===== src/rtl/ssc_pkg.sv =====
package ssc_pkg;
  // register addresses
  localparam logic [2:0] A_SEC   = 3'd0;
  localparam logic [2:0] A_FRAC  = 3'd1;
  localparam logic [2:0] A_ASEC  = 3'd2;
  localparam logic [2:0] A_AFRAC = 3'd3;
  localparam logic [2:0] A_CTRL  = 3'd4;
  localparam logic [2:0] A_STAT  = 3'd5;
  localparam logic [2:0] A_IEN   = 3'd6;
  // control bits
  localparam int B_EN   = 3;
  localparam int B_SOFT = 17;
  localparam int B_HARD = 18;
  // status bits
  localparam int B_FAIL = 0;
  localparam int B_NV   = 1;
  localparam int B_OVF  = 2;
  localparam int B_ALM  = 4;
  // interrupt enable bit
  localparam int B_AIE  = 4;
endpackage


===== src/rtl/ssc_rst_sync.sv =====
module ssc_rst_sync #(
  parameter int STAGES = 2
) (
  input  logic clk,
  input  logic rst_n,
  output logic rst_sync_n
);
  logic [STAGES-1:0] sync_q;

  always_ff @(posedge clk or negedge rst_n) begin
    if (!rst_n) sync_q <= '0;
    else        sync_q <= {sync_q[STAGES-2:0], 1'b1};
  end

  assign rst_sync_n = sync_q[STAGES-1];
endmodule


===== src/rtl/ssc_tick_counter.sv =====
module ssc_tick_counter #(
  parameter int SEC_W  = 32,
  parameter int FRAC_W = 15
) (
  input  logic                      clk,
  input  logic                      rst_n,
  input  logic                      run,
  input  logic                      ld_sec,
  input  logic                      ld_frac,
  input  logic [SEC_W-1:0]          wdata,
  output logic [SEC_W+FRAC_W-1:0]   count,
  output logic                      wrap
);
  localparam int CNT_W = SEC_W + FRAC_W;

  logic [CNT_W-1:0] count_d;
  logic             cnt_ce;

  // step from all ones happens only when no load overrides it
  assign wrap = run & ~ld_sec & ~ld_frac & (&count);

  always_comb begin
    count_d = count;
    cnt_ce  = 1'b0;
    if (ld_sec) begin
      count_d[CNT_W-1:FRAC_W] = wdata;
      cnt_ce = 1'b1;
    end else if (ld_frac) begin
      count_d[FRAC_W-1:0] = wdata[FRAC_W-1:0];
      cnt_ce = 1'b1;
    end else if (run) begin
      count_d = count + CNT_W'(1);
      cnt_ce  = 1'b1;
    end
  end

  always_ff @(posedge clk or negedge rst_n) begin
    if (!rst_n)      count <= '0;
    else if (cnt_ce) count <= count_d;
  end

  AST_HOLD_WHEN_IDLE: assert property (@(posedge clk) disable iff (!rst_n)
    (!run && !ld_sec && !ld_frac) |=> $stable(count));
  AST_WRAP_TO_ZERO: assert property (@(posedge clk) disable iff (!rst_n)
    wrap |=> (count == '0));
  AST_SEC_LOAD: assert property (@(posedge clk) disable iff (!rst_n)
    ld_sec |=> (count[CNT_W-1:FRAC_W] == $past(wdata)));
endmodule


===== src/rtl/ssc_alarm_unit.sv =====
module ssc_alarm_unit #(
  parameter int SEC_W  = 32,
  parameter int FRAC_W = 15
) (
  input  logic                    clk,
  input  logic                    rst_n,
  input  logic                    wr_asec,
  input  logic                    wr_afrac,
  input  logic [SEC_W-1:0]        wdata,
  input  logic [SEC_W+FRAC_W-1:0] count,
  output logic [SEC_W-1:0]        alarm_sec,
  output logic [FRAC_W-1:0]       alarm_frac,
  output logic                    match
);
  logic [SEC_W-1:0]  asec_d;
  logic [FRAC_W-1:0] afrac_d;

  always_comb begin
    asec_d  = alarm_sec;
    afrac_d = alarm_frac;
    if (wr_asec)  asec_d  = wdata;
    if (wr_afrac) afrac_d = wdata[FRAC_W-1:0];
  end

  always_ff @(posedge clk or negedge rst_n) begin
    if (!rst_n) begin
      alarm_sec  <= '1;
      alarm_frac <= '0;
    end else begin
      if (wr_asec)  alarm_sec  <= asec_d;
      if (wr_afrac) alarm_frac <= afrac_d;
    end
  end

  // all-ones seconds leave the alarm disarmed
  assign match = (count == {alarm_sec, alarm_frac}) & ~(&alarm_sec);
endmodule


===== src/rtl/ssc_ctrl_status.sv =====
module ssc_ctrl_status
  import ssc_pkg::*;
#(
  parameter int DATA_W = 32
) (
  input  logic              clk,
  input  logic              rst_n,
  input  logic              wr_ctrl,
  input  logic              wr_stat,
  input  logic              wr_ien,
  input  logic              ld_sec,
  input  logic [DATA_W-1:0] wdata,
  input  logic              wrap,
  input  logic              match,
  input  logic              fault_in,
  output logic              run,
  output logic              locked,
  output logic [DATA_W-1:0] ctrl_word,
  output logic [DATA_W-1:0] stat_word,
  output logic [DATA_W-1:0] ien_word,
  output logic              irq
);
  logic en_q, soft_q, hard_q, aie_q;
  logic en_d, soft_d, hard_d, aie_d;
  logic nv_q, ovf_q, fail_q, alm_q, ld_q;
  logic nv_d, ovf_d, fail_d, alm_d, ld_d;
  logic cfg_ce;
  logic [DATA_W-1:0] w1c;
  logic unused_wdata;

  assign unused_wdata = ^wdata;
  assign locked = soft_q | hard_q;
  assign run    = en_q & ld_q & ~nv_q & ~ovf_q & ~fail_q;
  assign w1c    = wr_stat ? wdata : '0;
  assign cfg_ce = wr_ctrl | wr_ien;

  always_comb begin
    en_d   = en_q;
    soft_d = soft_q;
    hard_d = hard_q;
    aie_d  = aie_q;
    if (wr_ctrl) begin
      if (!locked) en_d = wdata[B_EN];
      if (!hard_q) begin
        soft_d = wdata[B_SOFT];
        hard_d = wdata[B_HARD];
      end
    end
    if (wr_ien) aie_d = wdata[B_AIE];
    alm_d  = match    | (alm_q  & ~w1c[B_ALM]);
    ovf_d  = wrap     | (ovf_q  & ~w1c[B_OVF]);
    nv_d   = nv_q     & ~w1c[B_NV];
    fail_d = fault_in | (fail_q & ~w1c[B_FAIL]);
    ld_d   = ld_q     | (ld_sec & ~nv_q);
  end

  always_ff @(posedge clk or negedge rst_n) begin
    if (!rst_n) begin
      en_q   <= 1'b0;
      soft_q <= 1'b0;
      hard_q <= 1'b0;
      aie_q  <= 1'b0;
      nv_q   <= 1'b1;
      ovf_q  <= 1'b0;
      fail_q <= 1'b0;
      alm_q  <= 1'b0;
      ld_q   <= 1'b0;
    end else begin
      if (cfg_ce) begin
        en_q   <= en_d;
        soft_q <= soft_d;
        hard_q <= hard_d;
        aie_q  <= aie_d;
      end
      nv_q   <= nv_d;
      ovf_q  <= ovf_d;
      fail_q <= fail_d;
      alm_q  <= alm_d;
      ld_q   <= ld_d;
    end
  end

  always_comb begin
    ctrl_word = '0;
    ctrl_word[B_EN]   = en_q;
    ctrl_word[B_SOFT] = soft_q;
    ctrl_word[B_HARD] = hard_q;
    stat_word = '0;
    stat_word[B_FAIL] = fail_q;
    stat_word[B_NV]   = nv_q;
    stat_word[B_OVF]  = ovf_q;
    stat_word[B_ALM]  = alm_q;
    ien_word = '0;
    ien_word[B_AIE]   = aie_q;
  end

  assign irq = alm_q & aie_q;

  AST_OVF_STICKY: assert property (@(posedge clk) disable iff (!rst_n)
    (ovf_q && !(wr_stat && wdata[B_OVF])) |=> ovf_q);
  AST_HARD_STICKY: assert property (@(posedge clk) disable iff (!rst_n)
    hard_q |=> hard_q);
  AST_ALARM_CAUSE: assert property (@(posedge clk) disable iff (!rst_n)
    $rose(alm_q) |-> $past(match));
  AST_FAULT_SETS: assert property (@(posedge clk) disable iff (!rst_n)
    fault_in |=> fail_q);
endmodule


===== src/rtl/secure_sec_counter.sv =====
module secure_sec_counter
  import ssc_pkg::*;
#(
  parameter int DATA_W      = 32,
  parameter int FRAC_W      = 15,
  parameter int SYNC_STAGES = 2
) (
  input  logic              clk,
  input  logic              rst_n,
  input  logic              wr_en,
  input  logic [2:0]        wr_addr,
  input  logic [DATA_W-1:0] wr_data,
  input  logic [2:0]        rd_addr,
  output logic [DATA_W-1:0] rd_data,
  input  logic              fault_in,
  output logic              alarm_irq
);
  localparam int SEC_W = DATA_W;
  localparam int CNT_W = SEC_W + FRAC_W;

  logic             rst_sync_n;
  logic             run, locked, wrap, match;
  logic             ld_sec, ld_frac;
  logic [CNT_W-1:0] count;
  logic [SEC_W-1:0] alarm_sec;
  logic [FRAC_W-1:0] alarm_frac;
  logic [DATA_W-1:0] ctrl_word, stat_word, ien_word;

  ssc_rst_sync #(.STAGES(SYNC_STAGES)) u_rst (
    .clk(clk), .rst_n(rst_n), .rst_sync_n(rst_sync_n));

  assign ld_sec  = wr_en & (wr_addr == A_SEC)  & ~locked;
  assign ld_frac = wr_en & (wr_addr == A_FRAC) & ~locked;

  ssc_tick_counter #(.SEC_W(SEC_W), .FRAC_W(FRAC_W)) u_cnt (
    .clk(clk), .rst_n(rst_sync_n), .run(run), .ld_sec(ld_sec),
    .ld_frac(ld_frac), .wdata(wr_data), .count(count), .wrap(wrap));

  ssc_alarm_unit #(.SEC_W(SEC_W), .FRAC_W(FRAC_W)) u_alm (
    .clk(clk), .rst_n(rst_sync_n),
    .wr_asec(wr_en & (wr_addr == A_ASEC)),
    .wr_afrac(wr_en & (wr_addr == A_AFRAC)),
    .wdata(wr_data), .count(count), .alarm_sec(alarm_sec),
    .alarm_frac(alarm_frac), .match(match));

  ssc_ctrl_status #(.DATA_W(DATA_W)) u_cs (
    .clk(clk), .rst_n(rst_sync_n),
    .wr_ctrl(wr_en & (wr_addr == A_CTRL)),
    .wr_stat(wr_en & (wr_addr == A_STAT)),
    .wr_ien(wr_en & (wr_addr == A_IEN)),
    .ld_sec(ld_sec), .wdata(wr_data), .wrap(wrap), .match(match),
    .fault_in(fault_in), .run(run), .locked(locked),
    .ctrl_word(ctrl_word), .stat_word(stat_word), .ien_word(ien_word),
    .irq(alarm_irq));

  always_comb begin
    case (rd_addr)
      A_SEC:   rd_data = count[CNT_W-1:FRAC_W];
      A_FRAC:  rd_data = DATA_W'(count[FRAC_W-1:0]);
      A_ASEC:  rd_data = alarm_sec;
      A_AFRAC: rd_data = DATA_W'(alarm_frac);
      A_CTRL:  rd_data = ctrl_word;
      A_STAT:  rd_data = stat_word;
      A_IEN:   rd_data = ien_word;
      default: rd_data = '0;
    endcase
  end

  AST_LOCK_BLOCKS: assert property (@(posedge clk) disable iff (!rst_sync_n)
    (locked && wr_en && (wr_addr == A_SEC) && !run) |=> $stable(count));
endmodule


===== config.mk =====
export PLATFORM = sky130hd
export DESIGN_NAME = secure_sec_counter
export DESIGN_NICKNAME = d
export VERILOG_FILES = /design/src/rtl/ssc_pkg.sv /design/src/rtl/ssc_rst_sync.sv /design/src/rtl/ssc_tick_counter.sv /design/src/rtl/ssc_alarm_unit.sv /design/src/rtl/ssc_ctrl_status.sv /design/src/rtl/secure_sec_counter.sv
export SDC_FILE = /design/constraint.sdc
export NUM_CORES = 1
export LEC_CHECK = 0
export ABC_CLOCK_PERIOD_IN_PS = 4500
export BUFFER_PORTS_ARGS = -buffer_cell sky130_fd_sc_hd__buf_2
export CAP_MARGIN = 20
export CORE_MARGIN = 2
export CORE_UTILIZATION = 40
export CTS_CLUSTER_DIAMETER = 80
export CTS_CLUSTER_SIZE = 24
export DETAILED_ROUTE_END_ITERATION = 8
export PLACE_DENSITY_LB_ADDON = 0.12
export SLEW_MARGIN = 30
export SYNTH_ARGS = -nofsm -noshare
export SYNTH_HDL_FRONTEND = slang
export SYNTH_SLANG_ARGS = --single-unit
export TNS_END_PERCENT = 50

===== constraint.sdc =====
create_clock -name clk -period 4.5 [get_ports clk]
set_input_delay 0.225 -clock clk [delete_from_list [all_inputs] [get_ports clk]]
set_output_delay 0.225 -clock clk [all_outputs]
set_load 0.1 [all_outputs]

Yosys cells after proc, flatten, opt, wreduce, memory -nomap -nowiden
Index checks and enable logic that the tools add are counted.

word-level totals
  register bits = 105
  input bits = 42
  output and inout port bits = 33
  logic and storage cells = 92

operators by class
  bitwise logic cells = 41
  add/sub/neg operators = 1
  equality and inequality tests = 14
  muxes and demuxes = 10
  reduce and logical (&&, ||, !) cells = 12

operator list
  operator                                                          number
  32-bit case mux with 7 select lines                               1
  32-bit two-way mux                                                2
  47-bit by 1-bit adder with 47-bit output (second input constant)  1
  47-bit == test                                                    1
  47-bit two-way mux                                                1
  47-bit AND reduction                                              1
  32-bit AND reduction                                              1
  1-bit bitwise AND                                                 23
  3-bit == test (second input constant)                             6
  15-bit two-way mux                                                1
  3-bit by 2-bit == test with 1-bit output (second input constant)  4
  1-bit NOT                                                         12
  3-bit AND reduction                                               4
  3-bit by 1-bit == test with 1-bit output (second input constant)  2
  3-bit logical NOT                                                 2
  1-bit bitwise OR                                                  6
  5-bit two-way mux                                                 1
  1-bit two-way mux                                                 4
  2-bit AND reduction                                               2
  2-bit nonzero test                                                2
  2-bit by 1-bit != test with 1-bit output (second input constant)  1

Longest topological paths before layout
Gate-level depths: netlist of run 1.

  word-level depth = 8
  mapped depth = 9

Cells and area by module
A second synthesis of run 1 with hierarchy kept.

second synthesis, totals
  cells, all modules = 923
  area, all modules = 8,569.5 um^2

modules (own cells, without submodules)
  module              instances  area each (um^2)  cells an instance
  ssc_tick_counter    1          3,213.1           387
  ssc_alarm_unit      1          2,364.8           174
  secure_sec_counter  1          1,846.8           234
  ssc_ctrl_status     1          1,091.0           125
  ssc_rst_sync        1          53.8              3

Worst setup path after synthesis of run 1
Ideal clock, no wire load.

  path type = register -> output
  from = register u_alm.alarm_sec[3]
  to = output port rd_data[3]
  arrival = 2.883 ns
  slack = 1.392 ns
  path buffers = 0
  required time = 4.275 ns
  cell stages (with the launch flop) = 4
  path through = dfstp_2 mux4_2 inv_1 o21ai_0

on the way
  longest elaborated chain between the ends = 1

RTL lines
  element                              line                      RTL
  from (decl)                          ssc_alarm_unit.sv:11      output logic [SEC_W-1:0] alarm_sec,
  from (signal assigned)               ssc_alarm_unit.sv:30      if (wr_asec) alarm_sec <= asec_d;
  32-bit case mux with 7 select lines  secure_sec_counter.sv:57  case (rd_addr)
  to (decl)                            secure_sec_counter.sv:14  output logic [DATA_W-1:0] rd_data,

No other way between the ends.

Worst setup path after layout of run 1
  from = register u_cnt.count[0]
  to = register u_cnt.count[46]

on the way
  longest elaborated chain between the ends = 4

RTL lines
  element                                   line                    RTL
  from (decl)                               ssc_tick_counter.sv:11  output logic [SEC_W+FRAC_W-1:0] count,
  from (signal assigned)                    ssc_tick_counter.sv:39  else if (cnt_ce) count <= count_d;
  47-bit by 1-bit adder with 47-bit output  ssc_tick_counter.sv:32  count_d = count + CNT_W'(1);
  47-bit two-way mux                        ssc_tick_counter.sv:31  end else if (run) begin
  32-bit two-way mux                        ssc_tick_counter.sv:28  end else if (ld_frac) begin
  32-bit two-way mux                        ssc_tick_counter.sv:25  if (ld_sec) begin

No other way between the ends. The select of a mux whose other input is x is not followed.
A chain may end at the register's enable or synchronous reset.

==> flow_summary.json, run 1 <==
{
  "status": "completed",
  "cpLargestDelayFamily": "simple AND/OR/NAND/NOR gates",
  "synth_nets": 695,
  "rows": 46,
  "finalHoldViolCount": 0,
  "dp.cells": 903,
  "netlist_top_cells_area": "dfrtp_1 28%, dfstp_2 14%, mux2_2 9.0%",
  "p_switching_uw": 1570,
  "overflow": 0,
  "min_period_ns": 2.74,
  "path_common_cell": "or4_4",
  "slew_headroom_pct": 32.9,
  "grt_pass1_vias": 5035,
  "die_area_um2": 17000,
  "rr_startpoint": "u_cnt.count[0]$_DFFE_PN0P_",
  "worst-setup-path-type": "reg -> reg",
  "min_path_type": "in -> reg",
  "wl_per_cell_um": 20.7,
  "portBuffers": 74,
  "power_frac_seq_pct": 45.4,
  "ys_seq_area_share_pct": 41.8,
  "powerDensity_nw_per_um2": 525,
  "viasPerCell": 5.58,
  "grtUsageTotal_pct": 23.9,
  "drive_gt1_share_pct": 28.9,
  "synth_top_area_share_pct": 28.2,
  "cp-start-kind": "flop",
  "ir_drop_mv": 0.234,
  "start_util_pct": 40.6,
  "power_leakage_uw": 0.00285,
  "final_antenna_net_count": 0,
  "dr.pass1.iters": 5,
  "gp_congestion": 0.884,
  "drt_wl_total_mm": 19.1,
  "htree_levels": 3,
  "fp.dieW_um": 130,
  "min_from": "fault_in",
  "dp_hpwl_mm": 13.8,
  "finalNonFillerCells": 921,
  "fmax_mhz": 365,
  "critPathMaxFanout": 16,
  "fin_area_um2": 7210,
  "reg2regPathDepth": 7,
  "synth_warnings": 0,
  "vias": 5138,
  "crit_path_max_incr_delay_ns": 0.63,
  "slowest_stage": "or4_4",
  "r2r-end": "u_cnt.count[46]$_DFFE_PN0P_",
  "ys_ff_latch": 105,
  "worstPathArrival_ns": 2.96,
  "grt_pass1_wl_mm": 29.9,
  "hold-path-cell-count": 2,
  "synth_cells": 652,
  "core-area_um2": 15700,
  "antenna_found_initial": 0,
  "n_fill_cell": 1533,
  "synth_common_cells": "76 x nor2_1, 72 x dfrtp_1, 58 x a21oi_1",
  "min_to": "u_cs.fail_q$_DFF_PN0_",
  "combinationalPowerShare_pct": 34.3,
  "insertion_delay_ns": 0.36,
  "cts_root_buf": "clkbuf_16",
  "grt_setup_unrepaired": "false",
  "fin_skew_ns": 0.0105,
  "synth_ff_type": "dfrtp_1",
  "multi_input_comb_area_um2": 3510,
  "cts_num_sinks": 105,
  "register_area_um2": 2670,
  "maxCapViolCount": 0,
  "die_h_um": 130,
  "syn_area_um2": 6380,
  "tritoncts": "done",
  "io_pins": 75,
  "tns_ns": 0,
  "reg2reg_slack_ns": 1.76,
  "yosysMostFrequentCell": "nor2_1",
  "pwr-share-clk_pct": 20.3,
  "synth_edf_count": 0,
  "postSynthAreaPerCell_um2": 9.79,
  "dpl_cell_area_um2": 6890,
  "drc": 0,
  "p_int_uw": 2210,
  "crit_required_ns": 4.71,
  "setup-violations-final": 0,
  "yosysTopAreaCell": "dfrtp_1",
  "ys_async_sr_fraction_pct": 100,
  "hold_ws_ns": 0.0414,
  "syn2layout_area_growth_pct": 13.0,
  "maxSlewViolCount": 0,
  "finalNetCount": 743,
  "swShare_pct": 41.5,
  "drt_iter0_drc": 426,
  "cp_num_buf_inv": 0,
  "ys_types": 47,
  "clk_pin_slew_ns": 0.07,
  "grt_start_max_net_pins": 71,
  "total_power_uw": 3790,
  "ctsLongestPathBuffers": 2,
  "worst_slew_pin_slew_ns": 0.998,
  "end_kind": "flop",
  "cts_inserted_buffers": 9,
  "finalCritPeriodShare_pct": 60.9,
  "post_cts_buffers": 0,
  "cp_cell_sequence": "ha_1, and3_1, nand4_1, or4_4, or4_4, xor2_1, a21oi_1",
  "diodes": 0
}
[repair_timing]
item	4_1_cts	5_1_grt
hold buffers	1	0
gates resized for setup	0	0
hold endpoints to repair	2	0
[cell usage in the layout, fill, tap and decap left out, types with 17 or more instances in the layout]
master,count
a21oi_1,58
buf_2,73
dfrtp_1,71
dfstp_2,33
mux2_2,51
mux2i_1,18
nand2_1,35
nand3_1,17
nand4_1,25
nor2_1,76
nor3_1,18
xnor2_1,55
xor2_1,24
[worst max path at each step]
stage	startpoint	end	slack, ns	depth (start not counted)
4_1_cts	u_cnt.count[0]$_DFFE_PN0P_	u_cnt.count[46]$_DFFE_PN0P_	1.77	7
3_3_place_gp	u_cs.soft_q$_DFFE_PN0P_	u_cnt.count[0]$_DFFE_PN0P_	1.75	7
6_report	u_cnt.count[0]$_DFFE_PN0P_	u_cnt.count[46]$_DFFE_PN0P_	1.76	7
2_1_floorplan	u_alm.alarm_sec[3]$_DFFE_PN1P_	rd_data[3]	1.39	3
5_1_grt	u_cnt.count[0]$_DFFE_PN0P_	u_cnt.count[46]$_DFFE_PN0P_	1.58	7
3_5_place_dp	u_cnt.count[0]$_DFFE_PN0P_	u_cnt.count[46]$_DFFE_PN0P_	1.79	7
[per-stage QoR]
| step | utilization, % | setup slack (ns) |
|---|---|---|
| 3_5_place_dp | 43.9 | 1.79 |
| 2_1_floorplan | - | 1.39 |
| 5_1_grt | 45.9 | 1.58 |
| 3_3_place_gp | 43.8 | 1.75 |
| 6_report | 45.9 | 1.76 |
| 4_1_cts | 45.7 | 1.77 |
[per-layer routing]
layer  GRT usage, %  part of all wire, %
met1           32.7                   46
met2           38.2                   47
met3           4.72                  5.0
met4           7.65                  2.6
met5              0                    0
[cells by family (layout without fill, tap and decap cells)]
group,count (synthesis),count (layout),share of synthesized area [%]
adders and majority gates,1,1,0.196
other,1,1,0.0588
buffers and inverters,54,107,3.37
AOI/OAI and AO/OA,95,95,8.24
and+or+nand+nor,234,234,18.7
DFF,105,105,41.8
muxes,83,83,16.8
xor gates and xnor gates,79,79,10.8
[cell type report]
class / instances / share of cell area (%)
Multi-Input combinational cell: 493 / 48.6
Sequential cell: 105 / 37.1
Timing Repair Buffer: 80 / 6.11
Tap cell: 216 / 3.75
Clock buffer: 12 / 3.42
Inverter: 11 / 0.572
Clock inverter: 4 / 0.486
[power by group through the flow]
| stage | Sequential, uW | Combinational [uW] | Clock [uW] |
|---|---|---|---|
| floorplan | 1520 | 1120 | 0 |
| global placement | 1730 | 1270 | 0 |
| detailed placement | 1730 | 1280 | 0 |
| CTS | 1720 | 1290 | 784 |
| global route | 1770 | 1410 | 829 |
| finish | 1720 | 1300 | 768 |
[flip-flops by register name (all words and copies together) (netlist names)]
register          count
u_cs.alm_q            1
u_cnt.count          47
u_rst.sync_q          2
u_alm.alarm_sec      32
u_cs.hard_q           1
u_cs.aie_q            1
u_cs.ld_q             1
u_cs.soft_q           1
u_cs.fail_q           1
u_alm.alarm_frac     15
u_cs.ovf_q            1
u_cs.en_q             1
u_cs.nv_q             1
[worst reg2reg max path: cells and delay by family (launching register included)]
kind,cells,cell delay [ns]
adders and majority gates,1,0.25
xor gates and xnor gates,1,0.15
AOI/OAI and AO/OA,1,0.08
DFF,1,0.48
and+or+nand+nor,4,1.63
Power figures use the tool's default switching activity.
==> inputs of run 2 (changes only) <==
- ABC_AREA: default -> 1
- ABC_CLOCK_PERIOD_IN_PS: 4500 -> 2640
- clock period: 4.5 -> 2.64 ns (I/O delays scaled with it)
==> run 2 against run 1 <==
Against the previous run: the flow now finishes with violations (negative hold slack); sequential cell count is the same; critical path depth unchanged; routed wire length grew 39%; register-to-register slack got worse by 1.1 ns; power up 20%; combinational power fell by 22%; cell count rose by 54%; worst hold slack got worse by 0.044 ns; core utilization increased by 0.96 points; setup slack got worse by 1.2 ns.
==> flow_summary.json, run 2 <==
{
  "status": "finished with violations",
  "violations": "negative hold slack",
  "n_fill_cell": 1890,
  "synth_edf_count": 0,
  "total_power_uw": 4520,
  "portBuffers": 74,
  "reg_top3": "u_cnt.count: 47 flops, u_alm.alarm_sec: 32 flops, u_alm.alarm_frac: 15 flops",
  "die_area_um2": 19400,
  "setup-violations-final": 0,
  "final_common_cell": "nand2_1",
  "worstPathArrival_ns": 1.94,
  "grt_start_max_net_pins": 51,
  "dp_hpwl_mm": 21.0,
  "ys_seq_area_share_pct": 36.5,
  "regMostFlops": "u_cnt.count",
  "pre_cts_ws_ns": 0.647,
  "register_area_um2": 2670,
  "slew_headroom_pct": 51.0,
  "wl_per_cell_um": 18.7,
  "fmax_mhz": 482,
  "synthAdderAreaFrac_pct": 0.171,
  "grtUsageTotal_pct": 27.6,
  "final_antenna_net_count": 0,
  "htree_levels": 3,
  "yosysTopAreaCell": "dfrtp_1",
  "syn_area_um2": 7310,
  "core-area_um2": 18000,
  "grt_setup_unrepaired": "false",
  "vias": 7656,
  "hold_ws_ns": -0.00217,
  "synth_common_cells": "370 x nand2_1, 144 x nor2_1, 135 x inv_1",
  "muxShareOfSynthArea_pct": 0,
  "grt_pass1_wl_mm": 41.2,
  "drt_wl_total_mm": 26.6,
  "maxCapViolCount": 0,
  "worst_slew_pin_slew_ns": 0.733,
  "end_kind": "primary output",
  "ctsLongestPathBuffers": 2,
  "cts_num_sinks": 105,
  "synth_nets": 1159,
  "synth_top_family_by_area": "simple AND/OR/NAND/NOR gates",
  "overflow": 0,
  "finalNetCount": 1229,
  "finalHoldViolCount": 3,
  "power_leakage_uw": 0.00396,
  "ys_ff_latch": 105,
  "min_path_type": "in -> reg",
  "rows": 49,
  "powerDensity_nw_per_um2": 537,
  "synth_cells": 1116,
  "cp-start-kind": "input port",
  "multi_input_comb_area_um2": 3910,
  "synth_ff_type": "dfrtp_1",
  "die_h_um": 139,
  "dr.pass1.iters": 5,
  "synth_compound_area_share_pct": 15.5,
  "finalWorstSetupSlack_ns": 0.566,
  "antenna_found_initial": 0,
  "io_pins": 75,
  "synth_top_area_share_pct": 24.6,
  "yosysMostFrequentCell": "nand2_1",
  "cts_root_buf": "clkbuf_16",
  "fin_skew_ns": 0.0179,
  "drive_gt1_share_pct": 14.5,
  "postSynthAreaPerCell_um2": 6.55,
  "largest_reg_flops": 47,
  "syn2layout_area_growth_pct": 15.2,
  "viasPerCell": 5.39,
  "ys_types": 40,
  "insertion_delay_ns": 0.38,
  "drc": 0,
  "worst-setup-path-type": "in -> out",
  "cts_inserted_buffers": 9,
  "crit_required_ns": 2.51,
  "tritoncts": "done",
  "final_cell_mix": "369 x nand2_1, 144 x nor2_1, 135 x inv_1",
  "critPathMaxFanout": 15,
  "finalCritPeriodShare_pct": 78.6,
  "synth-xor-area-share_pct": 2.28,
  "cts_resized": 0,
  "ir_drop_mv": 0.416,
  "synth_warnings": 0,
  "drt_iter0_drc": 685,
  "maxSlewViolCount": 0,
  "clk_pin_slew_ns": 0.08,
  "min_period_ns": 2.07,
  "fp.dieW_um": 139,
  "ys_async_sr_fraction_pct": 100,
  "netlist_top_cells_area": "dfrtp_1 25%, nand2_1 19%, dfstp_2 12%",
  "yosys.area_share.simple_pct": 35.5,
  "gp_congestion": 0.978,
  "grt_pass1_vias": 7156,
  "diodes": 0,
  "start_util_pct": 40.7
}
==> run 2: cell count changes after synthesis, sizes merged, moves of 15 or more <==
cell / before / now
nand2: 35 / 377
inv: 11 / 139
nor2: 76 / 161
o21ai: 15 / 85
xnor2: 55 / 1
mux2: 51 / 0
nand3: 17 / 52
a22oi: 0 / 25
o22ai: 8 / 29
clkbuf: 34 / 14
mux2i: 18 / 0
nor3: 18 / 3
==> run 2: repair_timing <==
item,4_1_cts,5_1_grt
buffers inserted,0,0
hold buffers,2,0
endpoints found under the hold margin,3,0
setup endpoints to repair,0,0
==> run 2: metrics by stage <==
step | cells | util [%] | setup TNS, ns | hold WS, ns | area (um^2)
2_1_floorplan | 1116 | - | -2.14 | -0.164 | 7310
3_3_place_gp | 1402 | 45.1 | 0 | -0.0811 | 8100
3_5_place_dp | 1402 | 45.1 | 0 | -0.0798 | 8100
4_1_cts | 1420 | 46.9 | 0 | 0.00282 | 8420
5_1_grt | 1420 | 46.9 | 0 | 0.00364 | 8420
6_report | 1420 | 46.9 | 0 | -0.00217 | 8420
==> run 2: layer usage <==
metal | vias to the layer above | GRT usage, % | wire length, um
met3 | 41 | 5.35 | 2000
met4 | 0 | 9.30 | 738
li1 | 3720 | - | -
met2 | 293 | 42.7 | 12000
met5 | - | 0 | 0
met1 | 3602 | 38.9 | 11900
==> run 2: final timing paths <==
kind,slack (ns),to,from,cells after the start
max in group asynchronous,1.48,u_alm.alarm_sec[31]$_DFFE_PN1P_,u_rst.sync_q[1]$_DFF_PN0_,1
hold / removal,-0.002,u_alm.alarm_sec[29]$_DFFE_PN1P_,wr_data[29],3
hold reg to reg,0.36,u_rst.sync_q[1]$_DFF_PN0_,u_rst.sync_q[0]$_DFF_PN0_,0
setup reg to reg,0.68,u_cnt.count[12]$_DFFE_PN0P_,u_cs.soft_q$_DFFE_PN0P_,9
min in group asynchronous,0.05,u_rst.sync_q[1]$_DFF_PN0_,rst_n,2
setup / recovery,0.57,rd_data[0],rd_addr[2],7
==> run 2: cell families (layout without fill, tap and decap cells) <==
kind of cell / Yosys count / count (layout)
adders and majority gates: 1 / 1
buffers and inverters: 173 / 248
xor gates and xnor gates: 19 / 19
and+or+nand+nor: 622 / 622
other: 1 / 1
DFF: 105 / 105
AOI/OAI and AO/OA: 195 / 195
==> run 2: report_power, final <==
part	switching [uW]	internal, uW
combinational	717	304
sequential	223	1840
clock	692	751
==> run 2: area by class of cell <==
cell class                 instances  area share [%]
clock buffer                      10            2.72
clock inverter                     6           0.892
inverter                         139            6.20
multi-input combinational        838            46.5
sequential                       105            31.7
tap                              229            3.40
timing repair buffer              93            8.59
==> run 2: critical path, stage by stage <==
cell and delay [ns]:
buf_2 0.13, inv_1 0.11, nand3_1 0.52, o22ai_1 0.39
nor2_1 0.06, o221ai_1 0.09, buf_2 0.49
==> inputs of run 3 (changes only) <==
- ABC_CLOCK_PERIOD_IN_PS: 2640 -> 1990
- clock period: 2.64 -> 1.99 ns (I/O delays scaled with it)
==> run 3 against run 2 <==
Against the previous run: the flow now finishes without violations; design area rose by 7.3%; routed wire length rose by 0.81%; critical path depth rose by 2; sequential cell count did not move; worst hold slack improved by 0.012 ns; power rose by 35%; count of clock-buffer cells in the layout fell by 1; largest power group unchanged; critical path type is now reg -> reg; via count rose by 0.94%; clock skew fell by 0.0051 ns; sequential share of layout area fell by 2.2 points; register-to-register slack got worse by 0.64 ns.
==> flow_summary.json, run 3 (same netlist as run 2, synthesis figures left out) <==
{
  "status": "completed",
  "pre_cts_ws_ns": 0.0145,
  "post_cts_buffers": 0,
  "antenna_found_initial": 0,
  "maxSlewViolCount": 0,
  "slowest_stage": "dfrtp_1",
  "n_fill_cell": 1872,
  "reg2reg_slack_ns": 0.04,
  "worst-setup-path-type": "reg -> reg",
  "ctsLongestPathBuffers": 2,
  "finalNetCount": 1263,
  "regMostFlops": "u_cnt.count",
  "power_frac_seq_pct": 44.6,
  "critPathMaxFanout": 5,
  "worst_slew_pin_slew_ns": 0.595,
  "reg_top3": "u_cnt.count: 47 flops, u_alm.alarm_sec: 32 flops, u_alm.alarm_frac: 15 flops",
  "hold-path-cell-count": 3,
  "cp_cell_sequence": "ha_1, nand2_1, nor2_4, nand3b_1, inv_1, nand2_1, xor2_1, nand2_1, nand2_1",
  "clk_pin_slew_ns": 0.08,
  "grtUsageTotal_pct": 28.1,
  "tritoncts": "done",
  "final_common_cell": "nand2_1",
  "finalCritPeriodShare_pct": 97.9,
  "slew_headroom_pct": 60.2,
  "reg2regPathDepth": 9,
  "grt_start_max_net_pins": 93,
  "dr.pass1.iters": 7,
  "crit_path_max_incr_delay_ns": 0.42,
  "power_leakage_uw": 0.00417,
  "min_from": "wr_data[11]",
  "portBuffers": 74,
  "core-area_um2": 18000,
  "wl_per_cell_um": 18.4,
  "start_util_pct": 40.7,
  "ir_drop_mv": 0.562,
  "io_pins": 75,
  "p_int_uw": 3930,
  "syn2layout_area_growth_pct": 23.6,
  "min_to": "u_alm.alarm_sec[11]$_DFFE_PN1P_",
  "rows": 49,
  "fin_skew_ns": 0.0129,
  "vias": 7728,
  "grt_pass1_wl_mm": 42.1,
  "cts_num_sinks": 105,
  "powerDensity_nw_per_um2": 676,
  "drc": 0,
  "die_h_um": 139,
  "drt_wl_total_mm": 26.8,
  "end_kind": "flop",
  "dp.cells": 1416,
  "diodes": 0,
  "finalHoldViolCount": 0,
  "combinationalPowerShare_pct": 24.4,
  "fmax_mhz": 513,
  "die_area_um2": 19400,
  "r2r-end": "u_cnt.count[26]$_DFFE_PN0P_",
  "swShare_pct": 35.6,
  "min_period_ns": 1.95,
  "fp.dieW_um": 139,
  "grt_pass1_vias": 7330,
  "grt_setup_unrepaired": "false",
  "maxCapViolCount": 0,
  "finalWorstSetupSlack_ns": 0.0423,
  "viasPerCell": 5.31,
  "final_cell_mix": "369 x nand2_1, 143 x nor2_1, 135 x inv_1",
  "path_common_cell": "nand2_1",
  "worstPathArrival_ns": 2.21,
  "cts_inserted_buffers": 9,
  "rr_startpoint": "u_cnt.count[1]$_DFFE_PN0P_",
  "crit_required_ns": 2.25,
  "cp-start-kind": "flop",
  "dp_hpwl_mm": 20.7,
  "htree_levels": 3,
  "p_switching_uw": 2170,
  "min_path_type": "in -> reg",
  "largest_reg_flops": 47,
  "gp_congestion": 0.985,
  "drive_gt1_share_pct": 15.5,
  "setup-violations-final": 0,
  "pwr-share-clk_pct": 31.0,
  "overflow": 0,
  "cts_root_buf": "clkbuf_16",
  "finalNonFillerCells": 1454,
  "drt_iter0_drc": 810,
  "final_antenna_net_count": 0,
  "insertion_delay_ns": 0.37
}
## run 3: critical path, delay by kind of cell (launching register included)
kind / cells / cell delay (ns)
buf+inv: 1 / 0.22
simple gates: 6 / 0.79
flops: 1 / 0.42
xor+xnor: 1 / 0.16
fa+ha+maj: 1 / 0.25
## run 3: layer usage
metal	track usage [%]	routed length, um	vias to the layer above	share of wire (%)
li1	-	-	3789	-
met1	39.5	12100	3613	45
met2	43.2	12000	288	45
met3	6.73	2010	38	7.5
met4	8.35	765	0	2.9
met5	0	0	-	0
## run 3: timing repair
action                                 CTS  global route
endpoints found under the hold margin   35             0
resized for setup                        1             4
setup endpoints to repair                1             6
hold buffers                            21             0
## run 3: worst max-delay path by stage
| stage | start | to | slack, ns |
|---|---|---|---|
| 6_report | u_cnt.count[1]$_DFFE_PN0P_ | u_cnt.count[26]$_DFFE_PN0P_ | 0.04 |
| 5_1_grt | u_cnt.count[13]$_DFFE_PN0P_ | rd_data[13] | 0.006 |
| 4_1_cts | u_cnt.count[1]$_DFFE_PN0P_ | u_cnt.count[38]$_DFFE_PN0P_ | 0.04 |
| 3_5_place_dp | u_cnt.count[1]$_DFFE_PN0P_ | u_cnt.count[34]$_DFFE_PN0P_ | 0.01 |
| 3_3_place_gp | u_cnt.count[1]$_DFFE_PN0P_ | u_cnt.count[34]$_DFFE_PN0P_ | 0.03 |
| 2_1_floorplan | rd_addr[1] | rd_data[1] | -0.75 |
## run 3: layout make-up
cell class,count,area [um^2],share of cell area (%)
Clock buffer,9,225,2.49
Clock inverter,7,77.6,0.859
Inverter,139,522,5.78
Multi-Input combinational cell,838,3930,43.5
Sequential cell,105,2670,29.6
Tap cell,229,287,3.17
Timing Repair Buffer,127,1320,14.6
## run 3: metrics by stage
step	power [uW]	utilization [%]	TNS [ns]	hold WS [ns]	cell area (um^2)
after CTS	6140	50.1	0	0.00852	9000
after global placement	4190	47.2	0	-0.114	8490
after detailed placement	4210	47.2	0	-0.114	8490
after global routing	6390	50.3	0	0.0152	9030
final	6100	50.3	0	0.0103	9030
after floorplan	3600	-	-14.30	-0.196	7310
## run 3: power by group through the flow
stage                     Combinational (uW)  Clock [uW]  Sequential [uW]
after floorplan                          958           0             2640
after global placement                  1440           0             2750
after detailed placement                1450           0             2750
after CTS                               1490        1940             2720
after global routing                    1620        2020             2750
final                                   1490        1890             2720
